==> src/rtl/disp_regbank_pkg.sv <==
package disp_regbank_pkg;
  localparam int DAT_W = 8;
  typedef logic [DAT_W-1:0] byte_t;

  typedef enum int {GRP_TIM = 0, GRP_SEQ = 1, GRP_GFX = 2} grp_e;
  localparam int NUM_GRP = 3;

  // timing register indices used by the vertical decode
  localparam int REG_VTOT = 8'h06;
  localparam int REG_OVF  = 8'h07;
  localparam int REG_VSS  = 8'h10;
  localparam int REG_VDE  = 8'h12;
  localparam int REG_VBS  = 8'h15;

  // overflow register bit positions
  localparam int OVF_VT8 = 0;
  localparam int OVF_DE8 = 1;
  localparam int OVF_VS8 = 2;
  localparam int OVF_VB8 = 3;
  localparam int OVF_VT9 = 5;
  localparam int OVF_DE9 = 6;
  localparam int OVF_VS9 = 7;
endpackage

==> src/rtl/dreg_group.sv <==
module dreg_group
  import disp_regbank_pkg::*;
#(
  parameter int NREGS     = 5,
  parameter bit LOCK_EN   = 1'b0,
  parameter int LOCK_REG  = 0,
  parameter int LOCK_BIT  = 7,
  parameter int LOCK_SPAN = 8
) (
  input  logic               clk_i,
  input  logic               rst_ni,
  input  logic               idx_we_i,
  input  byte_t              idx_wdata_i,
  input  logic               dat_we_i,
  input  byte_t              dat_wdata_i,
  output byte_t              idx_o,
  output byte_t              dat_o,
  output logic [NREGS*8-1:0] regs_o
);
  byte_t idx_q;
  byte_t regs_q [NREGS];
  byte_t eff_idx;
  logic  lock_active;
  logic  wr_blocked;

  // 16-bit writes load the index and use it in the same cycle
  assign eff_idx = idx_we_i ? idx_wdata_i : idx_q;

  if (LOCK_EN) begin : g_lock
    assign lock_active = regs_q[LOCK_REG][LOCK_BIT];
  end else begin : g_nolock
    assign lock_active = 1'b0;
  end

  assign wr_blocked = lock_active && (int'(eff_idx) < LOCK_SPAN)
                      && (int'(eff_idx) != LOCK_REG);

  always_ff @(posedge clk_i or negedge rst_ni) begin
    if (!rst_ni)       idx_q <= '0;
    else if (idx_we_i) idx_q <= idx_wdata_i;
  end

  for (genvar i = 0; i < NREGS; i++) begin : g_reg
    always_ff @(posedge clk_i or negedge rst_ni) begin
      if (!rst_ni)
        regs_q[i] <= '0;
      else if (dat_we_i && (eff_idx == DAT_W'(i)) && !wr_blocked)
        regs_q[i] <= dat_wdata_i;
    end
    assign regs_o[i*8 +: 8] = regs_q[i];
  end

  always_comb begin
    dat_o = '0;
    for (int i = 0; i < NREGS; i++)
      if (idx_q == DAT_W'(i)) dat_o = regs_q[i];
  end

  assign idx_o = idx_q;

  AST_IDX_LOAD: assert property (@(posedge clk_i) disable iff (!rst_ni)
    idx_we_i |=> idx_o == $past(idx_wdata_i));

  if (LOCK_EN) begin : g_lock_chk
    for (genvar i = 0; i < LOCK_SPAN; i++) begin : g_hold
      if (i != LOCK_REG && i < NREGS) begin : g_one
        AST_LOCK_HOLD: assert property (@(posedge clk_i) disable iff (!rst_ni)
          (lock_active && dat_we_i && eff_idx == DAT_W'(i)) |=> $stable(regs_q[i]));
      end
    end
    AST_LOCKREG_WR: assert property (@(posedge clk_i) disable iff (!rst_ni)
      (dat_we_i && eff_idx == DAT_W'(LOCK_REG))
        |=> regs_q[LOCK_REG] == $past(dat_wdata_i));
  end
endmodule

==> src/rtl/vtiming_decode.sv <==
module vtiming_decode
  import disp_regbank_pkg::*;
(
  input  byte_t       vtot_lo_i,
  input  byte_t       vde_lo_i,
  input  byte_t       vss_lo_i,
  input  byte_t       vbs_lo_i,
  input  byte_t       ovf_i,
  output logic [9:0]  vtotal_o,
  output logic [9:0]  vdisp_end_o,
  output logic [9:0]  vsync_start_o,
  output logic [8:0]  vblank_start_o
);
  logic ovf_unused;
  assign ovf_unused = ovf_i[4];

  assign vtotal_o       = {ovf_i[OVF_VT9], ovf_i[OVF_VT8], vtot_lo_i};
  assign vdisp_end_o    = {ovf_i[OVF_DE9], ovf_i[OVF_DE8], vde_lo_i};
  assign vsync_start_o  = {ovf_i[OVF_VS9], ovf_i[OVF_VS8], vss_lo_i};
  assign vblank_start_o = {ovf_i[OVF_VB8], vbs_lo_i};
endmodule

==> src/rtl/disp_regbank.sv <==
module disp_regbank
  import disp_regbank_pkg::*;
#(
  parameter int                ADDR_W       = 16,
  parameter logic [ADDR_W-1:0] TIM_IDX_PORT = 16'h03D4,
  parameter logic [ADDR_W-1:0] SEQ_IDX_PORT = 16'h03C4,
  parameter logic [ADDR_W-1:0] GFX_IDX_PORT = 16'h03CE,
  parameter int                TIM_NREGS    = 25,
  parameter int                SEQ_NREGS    = 5,
  parameter int                GFX_NREGS    = 9,
  parameter int                LOCK_REG     = 8'h11,
  parameter int                LOCK_BIT     = 7,
  parameter int                LOCK_SPAN    = 8
) (
  input  logic              clk_i,
  input  logic              rst_ni,
  input  logic [ADDR_W-1:0] addr_i,
  input  logic              wr_i,
  input  logic              wide_i,
  input  logic              rd_i,
  input  logic [15:0]       wdata_i,
  output logic [7:0]        rdata_o,
  output logic              rvalid_o,
  output logic [9:0]        vtotal_o,
  output logic [9:0]        vdisp_end_o,
  output logic [9:0]        vsync_start_o,
  output logic [8:0]        vblank_start_o
);
  localparam logic [ADDR_W-1:0] IDX_PORT [NUM_GRP] = '{TIM_IDX_PORT, SEQ_IDX_PORT, GFX_IDX_PORT};

  logic  [NUM_GRP-1:0] idx_hit, dat_hit, idx_we, dat_we;
  byte_t               grp_idx [NUM_GRP];
  byte_t               grp_dat [NUM_GRP];
  byte_t               dat_wdata;
  byte_t               rd_mux;
  logic                mapped;
  byte_t               rdata_q;
  logic                rvalid_q;

  logic [TIM_NREGS*8-1:0] tim_regs;
  logic [SEQ_NREGS*8-1:0] seq_regs_unused;
  logic [GFX_NREGS*8-1:0] gfx_regs_unused;

  for (genvar g = 0; g < NUM_GRP; g++) begin : g_dec
    assign idx_hit[g] = (addr_i == IDX_PORT[g]);
    assign dat_hit[g] = (addr_i == IDX_PORT[g] + ADDR_W'(1));
    assign idx_we[g]  = wr_i && idx_hit[g];
    assign dat_we[g]  = wr_i && ((dat_hit[g] && !wide_i) || (idx_hit[g] && wide_i));
  end

  assign dat_wdata = wide_i ? wdata_i[15:8] : wdata_i[7:0];
  assign mapped    = |{idx_hit, dat_hit};

  dreg_group #(.NREGS(TIM_NREGS), .LOCK_EN(1'b1), .LOCK_REG(LOCK_REG),
               .LOCK_BIT(LOCK_BIT), .LOCK_SPAN(LOCK_SPAN)) u_tim (
    .clk_i, .rst_ni,
    .idx_we_i(idx_we[GRP_TIM]), .idx_wdata_i(wdata_i[7:0]),
    .dat_we_i(dat_we[GRP_TIM]), .dat_wdata_i(dat_wdata),
    .idx_o(grp_idx[GRP_TIM]), .dat_o(grp_dat[GRP_TIM]), .regs_o(tim_regs));

  dreg_group #(.NREGS(SEQ_NREGS), .LOCK_EN(1'b0), .LOCK_REG(0),
               .LOCK_BIT(LOCK_BIT), .LOCK_SPAN(LOCK_SPAN)) u_seq (
    .clk_i, .rst_ni,
    .idx_we_i(idx_we[GRP_SEQ]), .idx_wdata_i(wdata_i[7:0]),
    .dat_we_i(dat_we[GRP_SEQ]), .dat_wdata_i(dat_wdata),
    .idx_o(grp_idx[GRP_SEQ]), .dat_o(grp_dat[GRP_SEQ]), .regs_o(seq_regs_unused));

  dreg_group #(.NREGS(GFX_NREGS), .LOCK_EN(1'b0), .LOCK_REG(0),
               .LOCK_BIT(LOCK_BIT), .LOCK_SPAN(LOCK_SPAN)) u_gfx (
    .clk_i, .rst_ni,
    .idx_we_i(idx_we[GRP_GFX]), .idx_wdata_i(wdata_i[7:0]),
    .dat_we_i(dat_we[GRP_GFX]), .dat_wdata_i(dat_wdata),
    .idx_o(grp_idx[GRP_GFX]), .dat_o(grp_dat[GRP_GFX]), .regs_o(gfx_regs_unused));

  vtiming_decode u_vdec (
    .vtot_lo_i(tim_regs[REG_VTOT*8 +: 8]),
    .vde_lo_i (tim_regs[REG_VDE*8 +: 8]),
    .vss_lo_i (tim_regs[REG_VSS*8 +: 8]),
    .vbs_lo_i (tim_regs[REG_VBS*8 +: 8]),
    .ovf_i    (tim_regs[REG_OVF*8 +: 8]),
    .vtotal_o, .vdisp_end_o, .vsync_start_o, .vblank_start_o);

  always_comb begin
    rd_mux = '0;
    for (int g = 0; g < NUM_GRP; g++) begin
      if (idx_hit[g]) rd_mux = grp_idx[g];
      if (dat_hit[g]) rd_mux = grp_dat[g];
    end
  end

  always_ff @(posedge clk_i or negedge rst_ni) begin
    if (!rst_ni) begin
      rdata_q  <= '0;
      rvalid_q <= 1'b0;
    end else begin
      rvalid_q <= rd_i;
      if (rd_i) rdata_q <= rd_mux;
    end
  end

  assign rdata_o  = rdata_q;
  assign rvalid_o = rvalid_q;

  AST_RD_LATENCY: assert property (@(posedge clk_i) disable iff (!rst_ni)
    rd_i |=> rvalid_o);
  AST_NO_SPURIOUS_RVALID: assert property (@(posedge clk_i) disable iff (!rst_ni)
    !rd_i |=> !rvalid_o);
  AST_UNMAPPED_ZERO: assert property (@(posedge clk_i) disable iff (!rst_ni)
    (rd_i && !mapped) |=> rdata_o == 8'h00);
  AST_VT_STABLE: assert property (@(posedge clk_i) disable iff (!rst_ni)
    !wr_i |=> $stable(vtotal_o) && $stable(vdisp_end_o));
  AST_VS_STABLE: assert property (@(posedge clk_i) disable iff (!rst_ni)
    !wr_i |=> $stable(vsync_start_o) && $stable(vblank_start_o));
endmodule

==> config.mk <==
export PLATFORM = sky130hd
export DESIGN_NAME = disp_regbank
export DESIGN_NICKNAME = d
export VERILOG_FILES = /design/src/rtl/disp_regbank_pkg.sv /design/src/rtl/dreg_group.sv /design/src/rtl/vtiming_decode.sv /design/src/rtl/disp_regbank.sv
export SDC_FILE = /design/constraint.sdc
export NUM_CORES = 1
export LEC_CHECK = 0
export BUFFER_PORTS_ARGS = -buffer_cell sky130_fd_sc_hd__buf_2
export CAP_MARGIN = 40
export CORE_MARGIN = 4
export CORE_UTILIZATION = 31
export CTS_CLUSTER_SIZE = 40
export DETAILED_ROUTE_END_ITERATION = 16
export PLACE_DENSITY_LB_ADDON = 0.3
export SYNTH_ARGS = -nofsm -noshare
export SYNTH_HDL_FRONTEND = slang
export SYNTH_HIERARCHICAL = 1
export SYNTH_SLANG_ARGS = --single-unit
==> constraint.sdc <==
create_clock -name clk_i -period 2.4 [get_ports clk_i]
set_input_delay 0.24 -clock clk_i [delete_from_list [all_inputs] [get_ports clk_i]]
set_output_delay 0.24 -clock clk_i [all_outputs]
set_load 0.01 [all_outputs]
**Yosys cells after proc, flatten, opt, wreduce, memory -nomap -nowiden**

Index checks and enable logic that the tools add are counted.
Widths: inputs -> output; s select.

- Reductions and logical operators: 89
- Magnitude comparators: 1
- Divide/modulo/power cells: 0
- Add/subtract/negate cells: 0
- Bitwise gates (word level): 0
- Multipliers: 0
- Mux-type cells: 49
- Equality and inequality tests: 79
- Shifts and indexed selects: 0

Operators with widths:

| cell | number |
|---|---|
| $mux 8 | 49 |
| $eq 8x3->1 const B | 18 |
| $eq 8x4->1 const B | 18 |
| $eq 8x5->1 const B | 18 |
| $eq 16x10->1 const B | 6 |
| $eq 8x2->1 const B | 12 |
| $logic_and 1x1->1 | 78 |
| $eq 8x1->1 const B | 6 |
| $logic_not 8->1 | 6 |
| $lt 8x4->1 const B | 1 |
| $ne 8x6->1 const B | 1 |
| $logic_or 1x1->1 | 3 |
| $logic_not 1->1 | 2 |

- Bits of input ports: 37
- Logic and storage cells: 262
- Output and inout port bits: 48
- Memories kept: 0
- Bits in registers: 345
- Memory bits (read-only): 0
- Memory bits (writable): 0
- Latch bits: 0

**Longest topological paths before layout**

Gate-level depths: netlist of the first run.

- Depth in word-level cells: 31
- Depth in mapped cells: 14
- Depth with buffers taken out: 11

**Hierarchy**

The synthesis of the first run kept the hierarchy.

By module, submodules not included:

| module | instances | seq. area each (µm²) | cells each | area an instance (µm²) |
|---|---|---|---|---|
| dreg_group (u_tim) | 1 | 5205.0 | 868 | 10536.4 |
| dreg_group (u_gfx) | 1 | 2001.9 | 279 | 3918.8 |
| dreg_group (u_seq) | 1 | 1201.2 | 167 | 2302.2 |
| disp_regbank | 1 | 225.2 | 105 | 1001.0 |
| vtiming_decode | 1 | 0.0 | 39 | 292.8 |

**Least setup slack after synthesis of the first run**

No wires, ideal clock.

- Kind: input-to-reg
- Start: input addr_i[12]
- End: register u_tim.regs_q (netlist bit u_tim/regs_o[32])
- Buffers on the path: 1
- Cell stages on the path: 11
- Setup slack: -0.460 ns
- Library setup time: 0.125 ns
- Data arrival time: 2.736 ns
- Cell sequence: nor4b_4 -> and3_2 -> nand3_1 -> nor2_1 -> buf_2 -> mux2i_1 -> nand2_1 -> nor3_1 -> nand3_1 -> nor2_2 -> mux2_2

- Cells in the longest elaborated chain, start to end: 8
- Elaborated cells between the ends (all ways): 16
- Those cells by class: 1 x order compare; 4 x eq/ne; 1 x mux; 10 x reduce/logical

RTL lines:

| element | line | RTL |
|---|---|---|
| from (decl) | disp_regbank.sv:17 | `input logic [ADDR_W-1:0] addr_i,` |
| $eq 16x10->1 (*) | disp_regbank.sv:45 | `assign idx_hit[g] = (addr_i == IDX_PORT[g]);` |
| $logic_and 1x1->1 (*) | disp_regbank.sv:47 | `assign idx_we[g] = wr_i && idx_hit[g];` |
| via idx_we[0] | disp_regbank.sv:31 | `logic [NUM_GRP-1:0] idx_hit, dat_hit, idx_we, dat_we;` |
| $mux 8 (*) | n/a |  |
| $lt 8x4->1 | dreg_group.sv:35 | `assign wr_blocked = lock_active && (int'(eff_idx) < LOCK_SPAN)` |
| $logic_and 1x1->1 | dreg_group.sv:35 |  |
| $logic_and 1x1->1 | dreg_group.sv:36 | `&& (int'(eff_idx) != LOCK_REG);` |
| $logic_not 1->1 | dreg_group.sv:47 | `else if (dat_we_i && (eff_idx == DAT_W'(i)) && !wr_blocked)` |
| $logic_and 1x1->1 (*) | dreg_group.sv:47 |  |
| to (signal, indexed assignment) | dreg_group.sv:48 | `regs_q[i] <= dat_wdata_i;` |
| to (decl) | dreg_group.sv:21 | `byte_t regs_q [NREGS];` |

Mark *: on every way through the listed nets, which the timed path passes. The rest lies on a longest branch.
A chain may end at the register's enable or synchronous reset.

==> results.py, run 1 <==
metrics = {
    "sta": {
        "fmax_ghz": 0.364,
        "fin_skew_ns": 0.0322,
        "rsz0062_at_grt": "yes",
        "finalCriticalPeriod_ns": 2.75,
        "worst_slew_pin_slew_ns": 0.682,
        "setup_viol": 8,
        "hold_viol_final": 0,
        "finalCritPeriodShare_pct": 114,
        "setup_slack_ns": -0.346,
        "drv_slew": 0,
        "setup_tns_ns": -2.48,
        "slew_headroom_pct": 54.6,
    },
    "cells_and_area": {
        "fin_cells": 2499,
        "final_cell_mix": "dfrtp_1 (340), mux2_2 (272), buf_4 (179), buf_2 (83), mux2_4 (81)",
        "layout_commonest_cell": "dfrtp_1",
        "drive_above_1_share_pct": 51.7,
        "syn_to_final_growth_pct": 29.1,
        "num_antenna_cells": 0,
        "nets": 1742,
    },
    "route": {
        "viasPerCell": 5.27,
        "wl_per_cell_um": 22.3,
        "routed_wirelength_mm": 55.8,
        "drt-initial-drc-count": 912,
        "via_count": 13200,
        "antenna_left": 0,
        "drc": 0,
        "drtPass1Iterations": 5,
    },
    "run_status": {
        "status": "finished, violations left",
        "violations": "negative setup slack",
    },
    "synthesis": {
        "mappedNetlistArea_um2": 18100,
        "synthFlopType": "dfrtp_1",
        "synthCells": 1458,
        "synth_edf_count": 0,
        "syn_area_per_cell_um2": 12.4,
        "synth_seq_cells": 345,
        "async_flop_share_pct": 100,
        "yosysSeqAreaShare_pct": 47.8,
        "ys.warnings.count": 6,
        "synth_nets": 1495,
        "ys_types": 98,
    },
    "placement": {
        "port_buffers": 84,
        "gp_congestion": 0.888,
        "dp_hpwl_mm": 39.0,
        "post-place-ws_ns": -0.722,
        "dp_cells": 2411,
    },
    "pwr": {
        "p_clk_share_pct": 48.5,
        "seqPwrFrac_pct": 46.8,
        "p_comb_share_pct": 4.6,
        "ir_drop_v": 0.000407,
        "pwr_density_cell_nw_per_um2": 535,
        "p_leak_nw": 10.9,
        "swShare_pct": 23.7,
        "switchingPower_mw": 2.95,
        "intPower_mw": 9.51,
        "p_total_mw": 12.5,
    },
    "setup_path": {
        "arrival_ns": 3.25,
        "cp_max_fo": 5,
        "setup.worst_path.class": "reg2reg",
        "worstPathRequired_ns": 2.90,
        "worst_setup_path_end_kind": "flip-flop",
        "cp-start-kind": "flip-flop",
    },
    "global_routing": {
        "grt_use_total_pct": 17.5,
        "grt_max_degree": 77,
        "grt_pass1_wl_mm": 85.7,
        "antenna_found_initial": 1,
        "grt_pass1_vias": 13700,
        "overflow": 0,
    },
    "worst_hold_path": {
        "hp-class": "in2reg",
    },
    "floorplanning": {
        "core_area_um2": 57700,
        "ios": 85,
        "die_y_um": 249,
        "start_util_pct": 31.3,
        "die_x_um": 249,
        "std_cell_rows": 88,
        "die_area_um2": 62200,
    },
    "cts": {
        "cts_tree": "yes",
        "cts_buffers": 41,
        "clkTransAtPathRegs_ns": 0.07,
        "clk_latency_ns": 0.57,
        "cts_htree_levels": 2,
        "cts_root_buf": "clkbuf_16",
        "cts_buffer_depth": 3,
        "clock-sinks": 345,
    },
    "flow_run": {
        "cap_violations": 0,
    },
}
==> layer usage <==
layer  vias up  GRT usage [%]  share of wire, %
met5         -              0             0.023
met4         2           5.00               2.5
met3        82           2.89               5.0
met2       377           28.0                47
met1      6808           24.6                46
li1       5892              -                 -
==> final timing paths <==
path                            slack, ns  cells after the start             from          endpoint
worst max-delay path                -0.35                     10   u_tim/idx_o[3]        rdata_o[6]
worst min-delay path                 0.06                      3       wdata_i[0]    u_gfx/idx_o[0]
worst max register to register      -0.35                     10   u_tim/idx_o[3]        rdata_o[6]
worst min register to register       0.49                      1  u_gfx/regs_o[1]   u_gfx/regs_o[1]
max in group asynchronous            1.34                      3           rst_ni  u_gfx/regs_o[48]
min in group asynchronous            0.23                      2           rst_ni  u_tim/regs_o[71]
==> synthesized netlist by cell type (8+ instances only) <==
library cell,count,area [µm²]
nor2_1,49,184
a211oi_1,22,165
o22a_1,10,87.6
nor2b_1,29,181
inv_1,13,48.8
o22ai_1,31,194
nor2_4,16,180
mux4_2,16,360
nand3_1,27,135
o21ai_0,52,260
buf_1,11,41.3
and2_1,10,62.6
buf_2,28,140
a31oi_1,18,113
nor3_1,16,80.1
nand2b_1,13,81.3
a21oi_1,38,190
a22oi_1,9,67.6
o41ai_1,8,70.1
dfrtp_1,345,8630
clkbuf_1,35,131
mux2_2,353,3980
mux2i_1,39,390
buf_4,44,330
nand2_1,64,240
==> cell families after synthesis <==
group,after synthesis,share of synthesized area [%]
compound gates,256,10.1
mux,413,26.6
flops,345,47.8
simple gates,301,11.1
xor+xnor,1,0.0485
buf+inv,142,4.33
==> flip-flops by register name (all words and copies together) (netlist names) <==
register and flops:
u_gfx/regs_o 72, u_seq/regs_o 40, u_seq/idx_o 8, rdata_o 8, rvalid_o 1, u_tim/regs_o 200
u_gfx/idx_o 8, u_tim/idx_o 8
==> repair_timing <==
action,in CTS,in global routing
cloned,0,0
buffers inserted,7,7
hold buffers,2,0
resized for setup,59,23
endpoints found under the hold margin,56,0
endpoints found under the setup margin,82,97
pin swaps,14,30
==> through the flow <==
stage	cell area, µm²	utilization [%]	hold slack [ns]
CTS	23100	40.1	0.0330
detailed placement	21500	37.4	0.230
global placement	21500	37.3	0.233
finish	23300	40.4	0.0637
floorplan	18500	-	-0.0556
global route	23300	40.4	0.0621
==> worst max-delay path, stage by stage, from the launching register on <==
cell and delay (ns):
dfrtp_1 0.42, or4_4 0.61, a2111oi_1 0.35, a31oi_1 0.13, o221ai_2 0.21, a221o_1 0.25, o221ai_1 0.14, o21ai_1 0.15
mux2i_1 0.11, o21ai_1 0.14, o22a_1 0.16
==> power groups by stage <==
stage / Sequential (mW) / Clock (mW) / Combinational, mW
finish: 5.84 / 6.05 / 0.577
CTS: 5.84 / 6.21 / 0.585
floorplan: 5.94 / 0 / 0.152
global placement: 5.94 / 0 / 0.559
global route: 5.83 / 6.45 / 0.622
detailed placement: 5.94 / 0 / 0.580
==> layout make-up <==
type	count	area (µm²)
Tap cell	765	957
Multi-Input combinational cell	971	9310
Sequential cell	345	8640
Fill cell	5520	34400
Clock buffer	61	1180
Clock inverter	11	98.8
Timing Repair Buffer	330	3050
Inverter	16	60.1
No activity file was read; power rests on OpenSTA's default activity.
==> inputs of run 2 (changes only) <==
- SETUP_SLACK_MARGIN: unset -> 0.05
==> run 2 against run 1 <==
The run still ends with negative setup slack left. Worst hold slack improved by 0.080 ns. Maximum frequency increased by 0.98%. Critical path type unchanged. Register-to-register slack gained 0.03 ns. First-iteration DRC count is 23% higher. Via count up 2.8%. Power is 1.1% higher. Highest routed layer is now met4.
==> results.py, run 2 (same netlist as run 1, synthesis figures left out) <==
metrics = {
    "run_status": {
        "status": "finished, violations left",
        "violations": "negative setup slack",
    },
    "floorplanning": {
        "core_area_um2": 57700,
        "ios": 85,
        "start_util_pct": 31.3,
        "die_area_um2": 62200,
        "die_x_um": 249,
        "std_cell_rows": 88,
        "die_y_um": 249,
    },
    "pwr": {
        "ir_drop_v": 0.000368,
        "p_total_mw": 12.6,
        "pwr_density_cell_nw_per_um2": 519,
        "p_leak_nw": 11.3,
    },
    "cells_and_area": {
        "num_antenna_cells": 0,
        "nets": 1780,
        "largest_register_ffs": 200,
        "final_cell_mix": "dfrtp_1 (339), buf_4 (195), mux2_4 (186), mux2_2 (169), buf_2 (81)",
        "final_area_um2": 24300,
        "syn_to_final_growth_pct": 34.5,
        "drive_above_1_share_pct": 53.5,
        "utilization_pct": 42.1,
        "layout_commonest_cell": "dfrtp_1",
        "fillCellCount": 5392,
    },
    "setup_path": {
        "worstPathRequired_ns": 2.87,
        "cp-start-kind": "flip-flop",
        "cpPeakStageDelay_ns": 0.59,
        "cp_max_fo": 4,
        "worst_setup_path_end_kind": "flip-flop",
        "cp_slowest_cell": "or4_4",
        "crit_chain": "or4_4 -> nor3_4 -> nand2_1 -> a31oi_4 -> nor2_1 -> a211oi_2 -> buf_4 -> mux2i_1 -> o21ai_1 -> o22a_1",
        "arrival_ns": 3.19,
        "setup.worst_path.class": "reg2reg",
    },
    "sta": {
        "finalCriticalPeriod_ns": 2.72,
        "setup_viol": 24,
        "fmax_ghz": 0.368,
        "rsz0062_at_grt": "yes",
        "slew_headroom_pct": 62.6,
        "finalCritPeriodShare_pct": 113,
        "worst_slew_pin_slew_ns": 0.560,
        "drv_slew": 0,
        "whs_ns": 0.144,
        "hold_viol_final": 0,
        "setup_slack_ns": -0.319,
        "setup_tns_ns": -2.37,
        "fin_skew_ns": 0.0221,
    },
    "route": {
        "routed_wirelength_mm": 59.3,
        "wl_per_cell_um": 23.4,
        "viasPerCell": 5.33,
        "drc": 0,
        "drtPass1Iterations": 5,
        "drt-initial-drc-count": 1122,
        "via_count": 13500,
        "antenna_left": 0,
    },
    "global_routing": {
        "grt_pass1_vias": 14100,
        "overflow": 0,
        "grt_pass1_wl_mm": 90.1,
        "grt_use_total_pct": 18.5,
        "grt_max_degree": 65,
        "antenna_found_initial": 1,
    },
    "placement": {
        "place_area_um2": 21900,
        "port_buffers": 84,
        "gp_congestion": 0.924,
        "dp_hpwl_mm": 40.4,
    },
    "cts": {
        "cts_buffer_depth": 3,
        "cts_tree": "yes",
        "clk_latency_ns": 0.55,
        "cts_root_buf": "clkbuf_16",
        "cts_buffers": 39,
        "cts_htree_levels": 2,
        "clkTransAtPathRegs_ns": 0.07,
        "clock-sinks": 345,
    },
    "flow_run": {
        "cap_violations": 0,
    },
    "worst_hold_path": {
        "hp-class": "in2reg",
    },
}
==> run 2: through the flow <==
step	worst slack (ns)	cells
CTS	-0.410	2532
global placement	-0.734	2439
detailed placement	-0.762	2439
floorplan	-0.258	1458
finish	-0.319	2538
global route	-0.407	2538
==> run 2: what timing repair did <==
item | in CTS | in global routing
endpoints found under the setup margin | 163 | 159
pin swaps | 43 | 49
endpoints found under the hold margin | 57 | 0
hold buffers | 2 | 0
buffers inserted | 23 | 9
gates cloned | 1 | 0
resized for setup | 92 | 113
==> run 2: worst paths after layout <==
check	start	end	slack, ns	cells past startpoint
min	rd_i	rdata_o[5]	0.14	2
min reg2reg	u_gfx/regs_o[1]	u_gfx/regs_o[1]	0.49	1
min in group asynchronous	rst_ni	u_seq/regs_o[18]	0.26	2
max reg2reg	u_tim/idx_o[3]	rdata_o[3]	-0.32	10
max in group asynchronous	rst_ni	u_tim/idx_o[5]	1.29	3
max	u_tim/idx_o[3]	rdata_o[3]	-0.32	10
==> run 2: per-layer routing <==
layer,routed length [µm],part of all wire [%],global-route usage [%]
met5,0,0,0
met4,1400,2.4,4.18
met3,3280,5.5,2.68
met2,27600,47,29.7
met1,27100,46,26.5
==> run 2: layout make-up <==
| type | instances | area (µm²) | area share [%] |
|---|---|---|---|
| multi-input combinational | 971 | 9810 | 40.4 |
| sequential | 345 | 8650 | 35.6 |
| timing repair buffer | 370 | 3450 | 14.2 |
| clock buffer | 55 | 1150 | 4.73 |
| tap | 765 | 957 | 3.94 |
| clock inverter | 16 | 183 | 0.753 |
| inverter | 16 | 78.8 | 0.325 |
==> run 2: power by group <==
group          switching (mW)  internal, mW
registers              0.0141          5.83
clock network            2.50          3.68
logic                   0.429         0.163
==> run 2: critical path: cells and delay by family, from the launching register on <==
| family | cells | cell delay [ns] |
|---|---|---|
| buffers and inverters | 1 | 0.15 |
| muxes | 1 | 0.07 |
| and+or+nand+nor | 4 | 1.18 |
| AOI/OAI and AO/OA | 4 | 0.83 |
| DFF | 1 | 0.41 |
